<file path="src/rtl/vc_stream_router.sv">
module vc_stream_router #(
  parameter int NUM_STREAMS = 4,
  parameter int MAX_LANES   = 4,
  parameter bit HAS_DPHY    = 1'b1,
  parameter int DW          = 32
) (
  input  logic                   clk,
  input  logic                   rst_n,
  input  logic                   reg_we,
  input  logic [11:0]            reg_addr,
  input  logic [31:0]            reg_wdata,
  output logic [31:0]            reg_rdata,
  input  logic                   in_valid,
  output logic                   in_ready,
  input  logic                   in_sop,
  input  logic                   in_eop,
  input  logic [1:0]             in_vc,
  input  logic [5:0]             in_dt,
  input  logic [DW-1:0]          in_data,
  output logic [NUM_STREAMS-1:0] out_valid,
  input  logic [NUM_STREAMS-1:0] out_ready,
  output logic                   out_sop,
  output logic                   out_eop,
  output logic [1:0]             out_vc,
  output logic [5:0]             out_dt,
  output logic [DW-1:0]          out_data,
  output logic [NUM_STREAMS-1:0] out_large_buf,
  output logic [3:0]             lane_count,
  output logic                   fe_reset,
  output logic                   proto_reset
);
  localparam int NS = NUM_STREAMS;
  localparam logic [31:0] CAP_WORD =
    {25'd0, 3'(NUM_STREAMS), HAS_DPHY, 3'(MAX_LANES - 1)};

  logic [3:0] grp;
  logic [7:0] off;
  assign grp = reg_addr[11:8];
  assign off = reg_addr[7:0];

  logic [1:0] srst_q;
  logic [3:0] lanes_q;
  logic [NS-1:0] start_q, filt_q, big_q, match, route, start_eff;
  logic [NS-1:0][3:0] sel_q;
  logic in_pkt_q;
  logic [NS-1:0] held_q;
  logic acc;

  wire glob_we = reg_we && grp == 4'd0;
  always_ff @(posedge clk or negedge rst_n) begin
    if (!rst_n) begin
      srst_q  <= '0;
      lanes_q <= '0;
    end else if (glob_we) begin
      if (off == 8'h04) srst_q  <= reg_wdata[1:0];
      if (off == 8'h08) lanes_q <= reg_wdata[11:8];
    end
  end

  assign start_eff = (|srst_q) ? '0 : start_q;

  for (genvar n = 0; n < NS; n++) begin : g_str
    logic st, fe, bb;
    logic [3:0] sel;
    wire hit = reg_we && grp == 4'(n + 1);
    always_ff @(posedge clk or negedge rst_n) begin
      if (!rst_n) begin
        st <= 1'b0; fe <= 1'b0; bb <= 1'b0; sel <= '0;
      end else if (hit) begin
        case (off)
          8'h00: st <= reg_wdata[0];
          8'h08: begin fe <= reg_wdata[31]; sel <= reg_wdata[19:16]; end
          8'h0C: bb <= reg_wdata[8];
          default: ;
        endcase
      end
    end
    assign start_q[n] = st;
    assign filt_q[n]  = fe;
    assign big_q[n]   = bb;
    assign sel_q[n]   = sel;
    assign match[n]   = start_eff[n] & (~fe | sel[in_vc]);


    stopped_no_sop_chk: assert property (@(posedge clk) disable iff (!rst_n)
      (out_valid[n] && in_sop) |-> start_q[n]);

    filter_admit_chk: assert property (@(posedge clk) disable iff (!rst_n)
      (out_valid[n] && in_sop && filt_q[n]) |-> sel_q[n][in_vc]);
  end

  assign route    = in_sop ? match : (in_pkt_q ? held_q : '0);
  assign in_ready = &(out_ready | ~route);
  assign acc      = in_valid & in_ready;
  assign out_valid = {NS{acc}} & route;

  always_ff @(posedge clk or negedge rst_n) begin
    if (!rst_n) begin
      in_pkt_q <= 1'b0;
      held_q   <= '0;
    end else if (acc) begin
      if (in_sop) begin
        in_pkt_q <= !in_eop;
        held_q   <= match;
      end else if (in_eop) begin
        in_pkt_q <= 1'b0;
      end
    end
  end

  assign out_sop  = in_sop;
  assign out_eop  = in_eop;
  assign out_vc   = in_vc;
  assign out_dt   = in_dt;
  assign out_data = in_data;
  assign out_large_buf = big_q;
  assign lane_count    = lanes_q;
  assign fe_reset      = srst_q[0];
  assign proto_reset   = srst_q[1];

  always_comb begin
    reg_rdata = '0;
    if (grp == 4'd0) begin
      case (off)
        8'h00: reg_rdata = CAP_WORD;
        8'h04: reg_rdata = {30'd0, srst_q};
        8'h08: reg_rdata = {20'd0, lanes_q, 8'd0};
        default: ;
      endcase
    end
    for (int n = 0; n < NS; n++) begin
      if (grp == 4'(n + 1)) begin
        case (off)
          8'h00: reg_rdata = {31'd0, start_q[n]};
          8'h08: reg_rdata = {filt_q[n], 11'd0, sel_q[n], 16'd0};
          8'h0C: reg_rdata = {23'd0, big_q[n], 8'd0};
          default: ;
        endcase
      end
    end
  end


  held_route_stable_chk: assert property (@(posedge clk) disable iff (!rst_n)
    (in_pkt_q && !(acc && (in_sop || in_eop))) |=> $stable(held_q));

  srst_blocks_sop_chk: assert property (@(posedge clk) disable iff (!rst_n)
    (|srst_q && in_sop) |-> out_valid == '0);

  unimpl_group_zero_chk: assert property (@(posedge clk) disable iff (!rst_n)
    (int'(grp) > NUM_STREAMS) |-> reg_rdata == 32'd0);
endmodule

</file>
<file path="config.mk">
export PLATFORM = sky130hd
export DESIGN_NAME = vc_stream_router
export DESIGN_NICKNAME = d
export VERILOG_FILES = /design/src/rtl/vc_stream_router.sv
export SDC_FILE = /design/constraint.sdc
export NUM_CORES = 1
export LEC_CHECK = 0
export ABC_AREA = 0
export ABC_CLOCK_PERIOD_IN_PS = 6500
export CAP_MARGIN = 20
export CORE_AREA = 2 2 70 72
export DETAILED_ROUTE_END_ITERATION = 7
export DIE_AREA = 0 0 72 74
export DONT_BUFFER_PORTS = 1
export PLACE_DENSITY_LB_ADDON = 0.2
export SLEW_MARGIN = 20
export SYNTH_ARGS = -nofsm -noshare
export SYNTH_HDL_FRONTEND = slang
export SYNTH_SLANG_ARGS = --single-unit
</file>
<file path="constraint.sdc">
create_clock -name clk -period 6.5 [get_ports clk]
set_clock_uncertainty 0.15 [all_clocks]
set_input_delay 0.325 -clock clk [delete_from_list [all_inputs] [get_ports clk]]
set_output_delay 0.325 -clock clk [all_outputs]
set_load 0.02 [all_outputs]
</file>
==> metrics <==
DIE WIDTH 72 um; Final setup violation count 0; Ports between 150 and 200; dpl cell area 2390 um2; Simple-Gate Fraction of Synth Area 0.155; async set-reset flop share out of synthesis 1.00; Residual DRC 0; PD cells roughly 180 nW/um2; Syn Inst Count 265; crit end category output port; Hold WS 0.0282 ns; Synth Area in Compound Gates 0.0979; via/cell ratio 5.88; Area contributors post-synth dfrtp_1 (36%), buf_4 (18%), mux2_2 (16%), nand2_1 (3.6%), a222oi_1 (2.2%); critical path required time 6.02 ns; slowest CP cell or3b_1; via count 1652; final RePlAce weighted congestion a little under 0.8; LEAKAGE 1.11 nW; XOR/XNOR share of the synthesized area 0; synth-to-layout area growth -8.38%; Final nets 321; top cell type by total area after synthesis dfrtp_1; mux cell area share after synthesis 0.193; port bufs 0; RSZ-0062 raised after global routing no; cell family with most CP delay simple AND/OR/NAND/NOR gates; CP Data Arrival Time roughly 2.3 ns; TritonRoute pass-1 iters 4; most used flip-flop cell after synthesis dfrtp_1; worst hold-check path type input pin to register; CTS max path bufs 2; die area about 5300 um2; vias in the first global route 1664; Post-Synth Adder-Cell Area 0; CTS clk-pin slew, worst paths 0.08 ns; H-tree depth 2; Max IR drop VDD 130 uV; diode count 0; Detail Route Antenna Nets 0; Die Ht 74 um; Setup TNS 0 ns; FP Rows 25; Tmin final 2.78 ns; Synth Register Bits 39; Final Hold Fails 0; initial core utilization 0.597; max frequency 360 MHz; CP max stage delay 0.57 ns; CP startpoint kind register; Slew Limit Fails 0; top-area cell type share of the netlist area 0.355; Max Cap Violations 0; status finished clean; Slew @ Worst Pin 1.01 ns; Core ar. 4600 um2; mean routed wirelength per cell 19.0 um; Max FO, Critical Path 8; Skew-Pair Late Insertion Delay 0.29 ns; first-pass GRT wire length 8400 um; Avg Inst Size Synth 10.4 um2; synth warn 0; Worst Path Buf+Inv 0; synthesized area ~2700 um2; CP Cell Sequence or3b_1, nor3_1, nor4b_2, and2_1; post-DP HPWL approximately 4000 um; R2R setup slack 4.15 ns; Distinct cells, synth 37; setup repair bufs after CTS 0; Crit Path Class register to output port; EDFF count, synth 0; Slew headroom 0.323; TritonCTS clock tree done; initial antenna violation count 0; global route total overflow 0; TritonCTS Buffers 5; largest net degree at the start of global routing 40; Tcrit/Tclk final 0.427; clk root buf clkbuf_8; Layout fillers 425; WL final about 5300 um; share of cells above drive strength 1 0.273; sequential area share after synthesis 0.355; number of DRC markers in iteration 0 65; gr usage total 0.205; largest family of logic cells by synthesized area buffers and inverters; post-route cell area around 2500 um2; Num Clock Sinks 39
==> placed cells by master (no fill, tap or decap), drive strengths merged, types with 6 or more instances in the layout <==
cell type / n
nand2: 26
a21oi: 7
nor2: 8
nor2b: 6
dfrtp: 39
mux2: 46
conb: 19
nor3: 8
a222oi: 6
clkbuf: 6
and2: 8
inv: 7
==> sequential cells by signal, summed over array words and instances, names as in the netlist <==
| signal | flops |
|---|---|
| in_pkt_q | 1 |
| g_str.st | 4 |
| lane_count | 4 |
| g_str.fe | 4 |
| g_str.sel | 16 |
| g_str.bb | 4 |
| srst_q | 2 |
| held_q | 4 |
==> area by class of cell <==
type / count / area [um2] / share of cell area
multi-input combinational: 168 / 1300 / 0.515
tap: 54 / 67.6 / 0.0269
timing repair buffer: 6 / 62.6 / 0.0249
sequential: 39 / 976 / 0.388
clock buffer: 6 / 82.6 / 0.0328
clock inverter: 1 / 5.00 / 0.00199
inverter: 7 / 26.3 / 0.0104
==> power by group <==
part | total, W | switching [W] | leakage (nW) | internal (W)
Clock | 0.000165 | 0.0000816 | 0.0470 | 0.0000833
Sequential | 0.000246 | 0.00000164 | 0.543 | 0.000244
Combinational | 0.0000320 | 0.0000223 | 0.519 | 0.00000972
==> Yosys cell counts (3+ instances only) <==
cell and instances:
and2_1 8, nor3_1 8, buf_4 66, a21oi_1 7, o21ai_0 4, nor4b_2 4
nand2_1 26, nand2b_1 4, nor2b_1 6, mux2_2 38, a222oi_1 6, nor2_1 8
mux2_1 5, dfrtp_1 39, mux2_4 3, inv_1 7
==> worst paths after layout <==
check                      cells past startpoint             startpoint                           to
min in group asynchronous                      2                  rst_n  g_str[1].sel[1]$_DFFE_PN0P_
hold / removal                                 1          reg_wdata[17]  g_str[2].sel[1]$_DFFE_PN0P_
setup reg to reg                               5  srst_q[1]$_DFFE_PN0P_        held_q[3]$_DFFE_PN0P_
hold reg to reg                                1  held_q[1]$_DFFE_PN0P_        held_q[1]$_DFFE_PN0P_
max in group asynchronous                      2                  rst_n    lane_count[2]$_DFFE_PN0P_
setup / recovery                               4  srst_q[1]$_DFFE_PN0P_                 out_valid[1]
==> cell families after synthesis <==
logic type / after synthesis
simple gates: 74
other cells: 1
flops: 39
buf+inv: 76
mux: 46
compound gates: 29
==> routing by layer <==
metal / vias to the layer above / global-route usage / part of all wire
li1: 774 / - / -
met1: 784 / 0.262 / 0.41
met2: 79 / 0.320 / 0.48
met3: 15 / 0.0732 / 0.086
met4: 0 / 0.0860 / 0.028
met5: - / 0 / 0
==> metrics by stage <==
stage                     setup slack, ns   util  total power [W]  std cells
after CTS                            3.67  0.547         0.000447        281
after global placement               3.92  0.519         0.000275        271
after detailed placement             3.91  0.519         0.000276        271
final                                3.72  0.547         0.000443        281
after global routing                 3.56  0.547         0.000456        281
after floorplan                      4.21      -         0.000320        283
==> what timing repair did <==
action                                 4_1_cts  5_1_grt
hold buffers                                 3        0
endpoints found under the hold margin       40        0
resized for setup                            0        0
Power figures use the tool's default switching activity.
